--- config.mk ---
export PLATFORM = sky130hd
export DESIGN_NAME = dfl_prot_reg
export DESIGN_NICKNAME = d
export VERILOG_FILES = /design/src/rtl/fprot_pkg.sv /design/src/rtl/fprot_loader.sv /design/src/rtl/fprot_wfilter.sv /design/src/rtl/fprot_query.sv /design/src/rtl/dfl_prot_reg.sv
export SDC_FILE = /design/constraint.sdc
export NUM_CORES = 1
export LEC_CHECK = 0
export ABC_AREA = 1
export BUFFER_PORTS_ARGS = -buffer_cell sky130_fd_sc_hd__buf_2
export CAP_MARGIN = 15
export CORE_AREA = 2 2 39 41
export DETAILED_ROUTE_END_ITERATION = 7
export DIE_AREA = 0 0 41 43
export MAX_ROUTING_LAYER = met4
export PLACE_DENSITY = 0.82
export SETUP_SLACK_MARGIN = 0.4
export SYNTH_ARGS = -nofsm -noshare
export SYNTH_HDL_FRONTEND = slang
export SYNTH_SLANG_ARGS = --single-unit
--- constraint.sdc ---
create_clock -name clk -period 2.49 [get_ports clk]
set_clock_uncertainty 0.2 [all_clocks]
set_input_delay 0.3735 -clock clk [delete_from_list [all_inputs] [get_ports clk]]
set_output_delay 0.3735 -clock clk [all_outputs]
set_load 0.01 [all_outputs]
--- src/rtl/fprot_pkg.sv ---
package fprot_pkg;
  localparam int SZ_W     = 4;
  localparam int BYTE_W   = 8;
  localparam int OPEN_POS = 7;
  localparam logic [SZ_W-1:0] SZ_MAX = '1;

  // open bit may only fall: result is 1 only when both are 1
  function automatic logic tighten_open(input logic cur, input logic req);
    return cur & req;
  endfunction

  // size may only grow strictly
  function automatic logic [SZ_W-1:0] tighten_size(input logic [SZ_W-1:0] cur,
                                                   input logic [SZ_W-1:0] req);
    return (req > cur) ? req : cur;
  endfunction

  function automatic logic [BYTE_W-1:0] pack_view(input logic open_b,
                                                  input logic [SZ_W-1:0] size);
    logic [BYTE_W-1:0] v;
    v = '0;
    v[OPEN_POS] = open_b;
    v[SZ_W-1:0] = size;
    return v;
  endfunction
endpackage

--- src/rtl/fprot_loader.sv ---
module fprot_loader
  import fprot_pkg::*;
(
  input  logic            cfg_valid,
  input  logic            done_q,
  input  logic            cfg_open,
  input  logic [SZ_W-1:0] cfg_size,
  input  logic            cfg_dbl_err,
  output logic            load_fire,
  output logic            load_open,
  output logic [SZ_W-1:0] load_size
);
  assign load_fire = cfg_valid & ~done_q;

  always_comb begin
    if (cfg_dbl_err) begin
      load_open = 1'b0;
      load_size = SZ_MAX;
    end else begin
      load_open = cfg_open;
      load_size = cfg_size;
    end
  end
endmodule

--- src/rtl/fprot_wfilter.sv ---
module fprot_wfilter
  import fprot_pkg::*;
(
  input  logic            wr_en,
  input  logic            done_q,
  input  logic            load_fire,
  input  logic            cur_open,
  input  logic [SZ_W-1:0] cur_size,
  input  logic            req_open,
  input  logic [SZ_W-1:0] req_size,
  output logic            wr_take,
  output logic            nxt_open,
  output logic [SZ_W-1:0] nxt_size
);
  assign wr_take  = wr_en & done_q & ~load_fire;
  assign nxt_open = tighten_open(cur_open, req_open);
  assign nxt_size = tighten_size(cur_size, req_size);
endmodule

--- src/rtl/fprot_query.sv ---
module fprot_query
  import fprot_pkg::*;
#(
  parameter int SECT_W = 4
) (
  input  logic              open_q,
  input  logic [SZ_W-1:0]   size_q,
  input  logic [SECT_W-1:0] sector,
  output logic              hit
);
  assign hit = ~open_q & (int'(sector) <= int'(size_q));
endmodule

--- src/rtl/dfl_prot_reg.sv ---
module dfl_prot_reg
  import fprot_pkg::*;
#(
  parameter int SECT_W = 4
) (
  input  logic              clk,
  input  logic              rst_n,
  input  logic              cfg_valid,
  input  logic [7:0]        cfg_byte,
  input  logic              cfg_dbl_err,
  input  logic              wr_en,
  input  logic [7:0]        wr_data,
  output logic [7:0]        rd_data,
  output logic              load_done,
  input  logic [SECT_W-1:0] q_sector,
  output logic              q_protected
);
  logic            open_q;
  logic [SZ_W-1:0] size_q;
  logic            done_q;

  logic            load_fire;
  logic            load_open;
  logic [SZ_W-1:0] load_size;
  logic            wr_take;
  logic            nxt_open;
  logic [SZ_W-1:0] nxt_size;

  fprot_loader u_load (
    .cfg_valid   (cfg_valid),
    .done_q      (done_q),
    .cfg_open    (cfg_byte[OPEN_POS]),
    .cfg_size    (cfg_byte[SZ_W-1:0]),
    .cfg_dbl_err (cfg_dbl_err),
    .load_fire   (load_fire),
    .load_open   (load_open),
    .load_size   (load_size)
  );

  fprot_wfilter u_wf (
    .wr_en     (wr_en),
    .done_q    (done_q),
    .load_fire (load_fire),
    .cur_open  (open_q),
    .cur_size  (size_q),
    .req_open  (wr_data[OPEN_POS]),
    .req_size  (wr_data[SZ_W-1:0]),
    .wr_take   (wr_take),
    .nxt_open  (nxt_open),
    .nxt_size  (nxt_size)
  );

  fprot_query #(.SECT_W(SECT_W)) u_q (
    .open_q (open_q),
    .size_q (size_q),
    .sector (q_sector),
    .hit    (q_protected)
  );

  always_ff @(posedge clk or negedge rst_n) begin
    if (!rst_n) begin
      open_q <= 1'b0;
      size_q <= SZ_MAX;
      done_q <= 1'b0;
    end else if (load_fire) begin
      open_q <= load_open;
      size_q <= load_size;
      done_q <= 1'b1;
    end else if (wr_take) begin
      open_q <= nxt_open;
      size_q <= nxt_size;
    end
  end

  assign rd_data   = pack_view(open_q, size_q);
  assign load_done = done_q;
endmodule

==> Word level (Yosys, flattened, before mapping) <==
Cells that the tools add are included.
{ "op_classes": {"n_reduce_logical": 3, "bitwise_logic": 8, "n_lt_le_gt_ge": 2, "n_mux": 7} }
{ "ops": {"columns": ["op", "n"], "rows": [
  ["two-way mux 4 bit", 4],
  ["bitwise AND 1 bit", 5],
  ["greater-than comparator 4 bit", 1],
  ["<= comparator 4 bit", 1],
  ["nonzero test 2 bit", 2],
  ["two-way mux 1 bit", 3],
  ["NOT 1 bit", 3],
  ["AND reduction 2 bit", 1]
]} }
{ "word_totals": {"inputBits": 25, "out_inout_bits": 10, "elab_cells": 23, "reg_bits": 6} }

==> Longest topological paths before layout <==
Gate-level depths: netlist (run 1).
{ "depth": {"depth_word": 6, "mapped_depth": 11, "ltp_nobuf": 11} }

==> Cells and area by module <==
A second synthesis (run 1) with hierarchy kept.
{ "hier_totals": {"hier_cells": 102, "hier_area_um2": 685.7} }
{ "modules_own_cells": {"columns": ["module", "seq_area_each_um2", "n_inst", "cells_each", "area_each_um2"], "rows": [
  ["dfl_prot_reg", 155.1, 1, 35, 334.1],
  ["fprot_wfilter", 0.0, 1, 35, 183.9],
  ["fprot_query", 0.0, 1, 19, 118.9],
  ["fprot_loader", 0.0, 1, 13, 48.8]
]} }

==> Worst setup path before layout (run 1) <==
No wires, ideal clock.
{ "synth_path": {"path_kind": "reg-to-output", "from": "register size_q[3]", "to": "output q_protected", "n_path_buf": 0, "path_slack_ns": 0.598, "t_arrival_ns": 1.319, "path_stages_with_launch": 6, "required_time_ns": 1.917, "path_cell_list": "dfstp_2 > inv_1 > ha_1 > a21oi_1 > o21ai_0 > a21oi_1"} }
{ "synth_between": {"elab_chain_len": 2} }
{ "synth_rtl": {"columns": ["item", "line_no", "rtl"], "rows": [
  ["from (decl)", "dfl_prot_reg.sv:19", "logic [SZ_W-1:0] size_q;"],
  ["from (signal assigned)", "dfl_prot_reg.sv:67", "size_q <= load_size;"],
  ["from (signal assigned)", "dfl_prot_reg.sv:71", "size_q <= nxt_size;"],
  ["<= comparator 4 bit", "fprot_query.sv:11", "assign hit = ~open_q & (int'(sector) <= int'(size_q));"],
  ["bitwise AND 1 bit", "fprot_query.sv:11", null],
  ["to (decl)", "dfl_prot_reg.sv:16", "output logic q_protected"]
]} }
Every way passes these cells.

==> Worst setup path after layout (run 1) <==
{ "layout_path": {"from": "register size_q[2]", "to": "output q_protected"} }
The elaborated chain is that of the path after synthesis.

==> results of run 1 <==
routing by layer:
metal  global-route usage, %  share of wire, %  vias to the layer above
li1                        -                 -                      301
met4                    9.33               2.9                        0
met2                    26.6                51                       20
met1                    19.5                39                      246
met5                       -                 0                        -
met3                    6.81               7.1                        6
worst max-delay path: stages, from the launching register on:
cell	delay (ns)
dfstp_2	0.53
inv_1	0.06
ha_1	0.29
nand2_1	0.05
o21ai_1	0.12
a21oi_1	0.07
buf_2	0.14
layout make-up:
type,count,share of cell area [%]
Multi-Input combinational cell,58,47.1
Timing Repair Buffer,29,21.0
Tap cell,16,2.67
Inverter,10,5.01
Clock buffer,4,3.51
Sequential cell,6,20.7
cell usage in the layout (no fill, tap or decap):
| master | synthesis | routed |
|---|---|---|
| a21oi_1 | 5 | 4 |
| a21oi_2 | 0 | 1 |
| buf_2 | 0 | 25 |
| buf_4 | 4 | 3 |
| clkbuf_1 | 0 | 1 |
| clkbuf_4 | 0 | 3 |
| conb_1 | 1 | 3 |
| dfrtp_1 | 2 | 2 |
| dfstp_2 | 4 | 4 |
| dlygate4sd3_1 | 0 | 1 |
| ha_1 | 8 | 6 |
| ha_4 | 0 | 2 |
| inv_1 | 9 | 7 |
| inv_2 | 1 | 3 |
| nand2_1 | 22 | 22 |
| nand2_2 | 2 | 2 |
| nand2_4 | 1 | 1 |
| nand3_1 | 4 | 4 |
| nand4_1 | 1 | 1 |
| nor2_1 | 6 | 6 |
| nor3_1 | 1 | 1 |
| o211ai_1 | 1 | 1 |
| o21ai_0 | 3 | 2 |
| o21ai_1 | 1 | 2 |
registers in the layout, indices dropped and copies added (netlist names):
signal	flops
open_q	1
load_done	1
size_q	4
what timing repair did:
action	CTS	global route
cloned	0	0
gates resized for setup	6	0
pin swaps	6	1
endpoints found under the setup margin	1	1
hold buffers	1	0
endpoints found under the hold margin	6	0
setup buffers	3	0
cells by family (layout without fill, tap and decap cells):
kind of cell	count (synthesis)	in the layout	synth area share [%]
simple gates	37	37	29.1
buf+inv	15	43	14.3
compound gates	10	10	9.54
fa+ha+maj	8	8	18.2
flops	6	6	28.2
other cells	1	3	0.681
report_power, final:
part	switching, mW	internal [mW]
logic	0.201	0.178
clock network	0.0437	0.0613
registers	0.0240	0.152
final timing paths:
path                             startpoint          end  slack [ns]  cells after the start
worst min-delay path            cfg_byte[7]       open_q        0.14                      3
worst min register to register    size_q[0]    size_q[0]        0.31                      2
min in group asynchronous             rst_n       open_q        0.27                      2
worst max register to register    size_q[3]    size_q[2]        0.77                      9
worst max-delay path              size_q[2]  q_protected        0.40                      6
max in group asynchronous             rst_n    size_q[3]        1.60                      2
per-stage QoR:
stage	hold WS [ns]	setup WS [ns]	utilization (%)	total power [mW]	instance area, µm²
floorplan	-0.122	0.598	-	0.389	558
global placement	-0.00300	0.533	47.8	0.475	662
detailed placement	0.00299	0.486	47.8	0.494	662
CTS	0.141	0.384	54.2	0.665	749
global route	0.155	0.327	54.2	0.729	749
finish	0.137	0.400	54.2	0.661	749
==> results summary, run 1 <==
The number of remaining DRC errors is 0. In this run, placement finished with an instance count of ~120. The classification of the worst-slack hold path is input port to flip-flop. The number of synthesized register bits is 6.

The number of top-level pins is 35. The die boundary height came out at about 43 µm. The most common flop cell mapped by yosys is dfstp_2.

The TritonCTS clock tree is built. For this run, the detailed router's first-pass iteration total came to 4. Of all nets on the critical path, the largest fanout is 2. The most used standard cell by instance count after synthesis is nand2_1. The final routed wirelength across all metal layers came out at 1230 µm. The CTS sink count came out at 6.

The number of antenna violations at the first check in global routing was 0. The initial DRC count is 7. The share of flip-flops with an asynchronous set or reset after synthesis is between 90% and 100%.

Summed over all failing endpoints, the final setup total negative slack is 0 ns. The hold violation count in the final report came out at 0. The kind of capture point of the worst setup path is an output port. The global route total overflow came out at 0. Across every metal layer, demand over resource in global routing totals 17.7%.

The count of distinct cell types in the synthesized netlist is 19. Once detail routing completed, the nets flagged for antenna violations numbered 0. The area growth from synthesis to final layout is 36.1%. VDD sags by at most approximately 0.00052 V. The die boundary width is 41 µm. The routability congestion estimate from global placement is around 0.78. The post-route non-filler standard cell count came out at 123.

The post-route netlist has between 40% and 50% of its cells at a drive strength greater than 1. The critical path startpoint category is a flip-flop. The max-capacitance violation count is 0. The standard cell core area is 1380 µm². The post-layout net count is between 100 and 150. The cell count after synthesis came out at a little under 80.

The root buffer selected by CTS is clkbuf_4. The shortest period the worst path allows came out at 2.09 ns. The final routed wire length divided by cell count is 9.97 µm. The number of global-route vias before repair was approximately 530. The maximum clock insertion buffer count came out at 2. The multi-input logic area came out at 353 µm².

The fraction of synthesized cell area taken by the top area cell type came out at 19.1%. Setup repair after global routing could not meet its margin everywhere. After synthesis, the mean cell area works out to approximately 7.1 µm². The arrival time at the worst endpoint is about 1.5 ns. The sequential share of the synthesized area is approximately 28%. The source-to-sink clock delay at the later pin of the worst-skew pair is 0.26 ns. The maximum achievable frequency came out at about 480 MHz. Yosys printed 0 warnings. The first-pass GRT wire length is approximately 2000 µm. The die covers about 1800 µm². The run finished with clean final reports.

By count the netlist is led by nand2_1 (22), inv_1 (9), ha_1 (8). The power density normalized to cell area came out at between 800 and 900 nW/µm². Setup violations remaining at the end of the flow were counted as 0. Summing every instance area after synthesis gives 551 µm².

After legalization and detailed placement, the total HPWL measured ~1000 µm. Counting flops with a built-in enable in the synthesized netlist gives 0. The via count normalized by instance count came out at 4.66.

Dividing the final minimum period by the clock period gives a little over four fifths. Ranked by total cell area, the synthesized netlist is headed by dfstp_2 (19%), ha_1 (18%), nand2_1 (15%). The effective utilization at floorplan is just under 40%. The H-tree depth reported by CTS is 1. The maximum number of pins on one net before global-route repair came out at 17. The biggest area contributor in the post-synthesis netlist is dfstp_2. For this design the static power due to leakage is 0.435 nW. The number of antenna repair diodes is 0. The max-slew violation count is 0. The clock-pin transition on the worst setup and hold timing paths came out at 0.05 ns.

After floorplanning, the core was divided into 14 placement rows. The number of filler instances in the final layout came out at about 140. The total CTS buffers is 3. The total number of vias is between 500 and 600. STA puts the critical path data required time at 1.92 ns. The critical path is of the flip-flop to output port type. Buffers placed on the I/O ports in this run total 25. The flip-flop and latch area is 155 µm².
No activity file was read; power rests on OpenSTA's default activity.
==> run 2: changes to the inputs <==
--- a/config.mk
+++ b/config.mk
@@ -5,14 +5,13 @@
 export SDC_FILE = /design/constraint.sdc
 export NUM_CORES = 1
 export LEC_CHECK = 0
-export ABC_AREA = 1
+export ABC_AREA = 0
 export BUFFER_PORTS_ARGS = -buffer_cell sky130_fd_sc_hd__buf_2
 export CAP_MARGIN = 15
-export CORE_AREA = 2 2 39 41
+export CORE_UTILIZATION = 36
 export DETAILED_ROUTE_END_ITERATION = 7
-export DIE_AREA = 0 0 41 43
 export MAX_ROUTING_LAYER = met4
-export PLACE_DENSITY = 0.82
+export PLACE_DENSITY = 0.77
 export SETUP_SLACK_MARGIN = 0.4
 export SYNTH_ARGS = -nofsm -noshare
 export SYNTH_HDL_FRONTEND = slang
==> constraint.sdc (replaced) <==
create_clock -name clk -period 1.7 [get_ports clk]
set_clock_uncertainty 0.2 [all_clocks]
set_input_delay 0.255 -clock clk [delete_from_list [all_inputs] [get_ports clk]]
set_output_delay 0.255 -clock clk [all_outputs]
set_load 0.01 [all_outputs]
==> run 2 against run 1 <==
Net effect:
- the flow now finishes with violations (negative setup slack)
- via count down 11%
- count of clock-buffer cells in the layout unchanged
- critical path depth up 1
- area after synthesis down 3.9%
- sequential power up 51%
- core utilization up 6.9 points
- non-clock buffer count up 2
- die area down 7.7%
- largest cell class unchanged
- largest power group unchanged
==> results summary, run 2 <==
The run finished, with violations left. The final reports fail on negative setup slack. The flip-flop count of the largest register after layout is 4 (unchanged). The number of warnings printed during yosys synthesis is 0 (unchanged). The maximum clock insertion buffer count is 2 (unchanged). The library cell used most frequently in the layout, excluding fill and tap cells, is buf_2.

The hold path startpoint is cfg_valid. Derived from the worst setup path, the maximum achievable clock frequency is about 480 MHz. The share of flip-flops with an asynchronous set or reset after synthesis was 100% (unchanged). The critical path ends at q_protected. The critical path startpoint category is a flip-flop. The arrival time at the worst endpoint is 1.65 ns (+0.13 ns). The number of I/O port buffers was 25 (unchanged).

The power density normalized to cell area is 1380 nW/µm² (+56%). The hold violation count in the final report is 0 (unchanged). In the layout the commonest cells are buf_2 (24), nand2_1 (5), nor2_1 (5), o21ai_0 (5), ha_4 (5).

The max-capacitance violation count is 0 (unchanged). Setup repair after global routing could not meet its margin everywhere. The count of distinct cell types in the synthesized netlist came out at 23 (+4). The largest area contributor in the netlist is dfstp_2. The number of failing setup endpoints in the final timing report is 5 (+5). The global-route usage over all layers is 19.4% (+1.6 points). The post-detailed-route count of antenna-violating nets came out at 0 (unchanged). By instance count, the leading cell after synthesis is ha_1. The clock-pin transition on the worst setup and hold timing paths was 0.05 ns (about the same). The floorplan die area came to 1630 µm² (-7.7%). The via count normalized by instance count is 4.76 (+2.1%). The global route total overflow came to 0 (unchanged). The number of detailed-route iterations in the first pass came out at 3 (-1). The routability congestion estimate from global placement is 0.714 (-8.9%). The fraction of final layout cells sized beyond drive strength 1 is 57.6% (+16 points). In this run the critical register-to-register path is launched from size_q[1].

The post-layout net count was 126 (-11%). The number of antenna repair diodes is 0 (unchanged). The number of top-level pins is 35 (unchanged). The worst slack at placement is -0.310 ns (-0.796 ns). The floorplan row count is 13 (-1).

The minimum setup slack among reg-to-reg paths is -0.28 ns (-1.05 ns). The count of cells along the worst register-to-register path came to 8 (-1). The fraction of synthesized cell area taken by the top area cell type is 19.9% (+0.77 points). Ranked by instance count, the synthesized netlist is headed by ha_1 (8), inv_1 (6), o21ai_0 (6). The peak fanout along the critical path is 2 (unchanged). The worst hold slack is 0.0128 ns (-0.124 ns). The area of the mapped netlist came out at 529 µm² (-3.9%).

The root buffer selected by CTS is clkbuf_4. The area growth from synthesis to final layout is 53.9%. The static power due to leakage came to 0.382 nW (-12%). The maximum number of pins on one net before global-route repair came to 9 (-8).

The start point of the critical path is size_q[2]. Dividing the final minimum period by the clock period gives 124%. The H-tree depth reported by CTS is 1 (unchanged).

The source-to-sink clock delay at the later pin of the worst-skew pair was 0.25 ns (about the same). The synthesized area divided by synthesized cell count came out at 8.82 µm² (+23%). The effective utilization at floorplan was 39.7% (-0.10 points). The tightest min-delay check is of the input port to flip-flop type. The post-DP HPWL is 920 µm (-11%). The final routed wire length divided by cell count was 11.8 µm (+18%). The first-pass GRT wire length is 1960 µm (-2.7%). The CTS sink count came out at 6 (unchanged). The final worst-path setup slack is -0.402 ns (-0.802 ns). The number of global-route vias before repair is 493 (-6.3%). The die boundary width came out at 40.3 µm (-1.6%). The worst setup path is captured at an output port. The required arrival time at the worst endpoint is 1.24 ns (-0.68 ns). The total placed instance area came out at 673 µm² (+1.7%). The shortest period the worst path allows is between 2 and 2.5 ns.

The final routed wirelength across all metal layers came out at 1260 µm (+2.6%). The number of antenna violations at the first check in global routing is 0 (unchanged). The endpoint identified for the worst register-to-register timing path is size_q[1]. Sorting the synthesized cells by area gives the leading types as dfstp_2 (20%), ha_1 (19%), dfrtp_1 (9.5%). The category of the critical setup timing path is flip-flop to output port. The total number of vias is 509 (-11%).

TritonCTS built the clock tree. The maximum ir drop on the vdd rail came out at 0.000717 V (+39%). The standard cell core area is 1330 µm² (-3.6%). The summed negative setup slack over all endpoints came out at -1.50 ns (-1.50 ns). The total CTS buffers came out at 3 (unchanged). The total non-filler cell area in the finished layout came out at 815 µm² (+8.7%). The most used flip-flop cell after synthesis is dfstp_2.

size_q holds more flip-flops than any other register. The number of synthesized register bits was 6 (unchanged). The number of remaining DRC errors is 0 (unchanged). The die boundary height was 40.3 µm (-6.2%). The initial DRC count was 4 (-3). The sequential share of the synthesized area was 29.3% (+1.1 points).

The cell count after synthesis came out at 60 (-22%). The number of enable flip-flop cells after synthesis is 0 (unchanged). The max-slew violation count is 0 (unchanged).
## run 2: repair_timing
| item | in CTS | in global routing |
|---|---|---|
| endpoints found under the hold margin | 6 | 0 |
| cloned | 0 | 0 |
| resized for setup | 9 | 4 |
| hold buffers | 1 | 0 |
| setup buffers | 2 | 0 |
| pin swaps | 10 | 6 |
| setup endpoints to repair | 9 | 10 |
## run 2: worst max-delay path, cell delays in order (launching register included)
cell and delay, ns:
dfstp_2 0.53, inv_2 0.05, ha_4 0.26, nand4_1 0.14, nand2_1 0.09, a21oi_1 0.05, a211oi_2 0.13, buf_2 0.15
## run 2: per-stage QoR
step	total power, mW	cells	util [%]
floorplan	0.609	62	-
global placement	0.771	100	50.5
detailed placement	0.782	100	50.5
CTS	1.06	107	58.8
global route	1.22	107	61.1
finish	1.12	107	61.1
## run 2: per-layer routing
| layer | vias to the layer above | GRT usage, % | routed length [µm] |
|---|---|---|---|
| met5 | - | - | 0 |
| met3 | 0 | 3.33 | 43 |
| li1 | 265 | - | - |
| met2 | 19 | 28.6 | 671 |
| met4 | 0 | 12.5 | 0 |
| met1 | 225 | 24.1 | 543 |
## run 2: layout make-up
class                           instances  area, µm²
Timing Repair Buffer                   31        186
Clock buffer                            4       26.3
Fill cell                             126        519
Sequential cell                         6        155
Inverter                                6       22.5
Tap cell                               15       18.8
Multi-Input combinational cell         45        405
## run 2: cells by family (layout without fill, tap and decap cells)
family	after synthesis	count (layout)	share of synthesized area, %
DFF	6	6	29.3
muxes	4	4	8.51
buffers and inverters	11	41	10.9
and+or+nand+nor	17	17	16.1
other	1	3	0.709
adders and majority gates	8	8	18.9
AOI/OAI and AO/OA	13	13	15.6
## run 2: worst min-delay path by stage
stage,end,slack [ns],cells past startpoint
final,load_done,0.01,2
after global routing,load_done,0.02,2
after CTS,load_done,0.005,2
after detailed placement,open_q,-0.12,1
after global placement,load_done,-0.12,1
after floorplan,load_done,-0.24,0
## run 2: report_power, final
group	internal, mW	total, mW	switching, mW
Clock	0.0891	0.143	0.0538
Combinational	0.391	0.713	0.322
Sequential	0.229	0.266	0.0368
Total	0.709	1.12	0.412
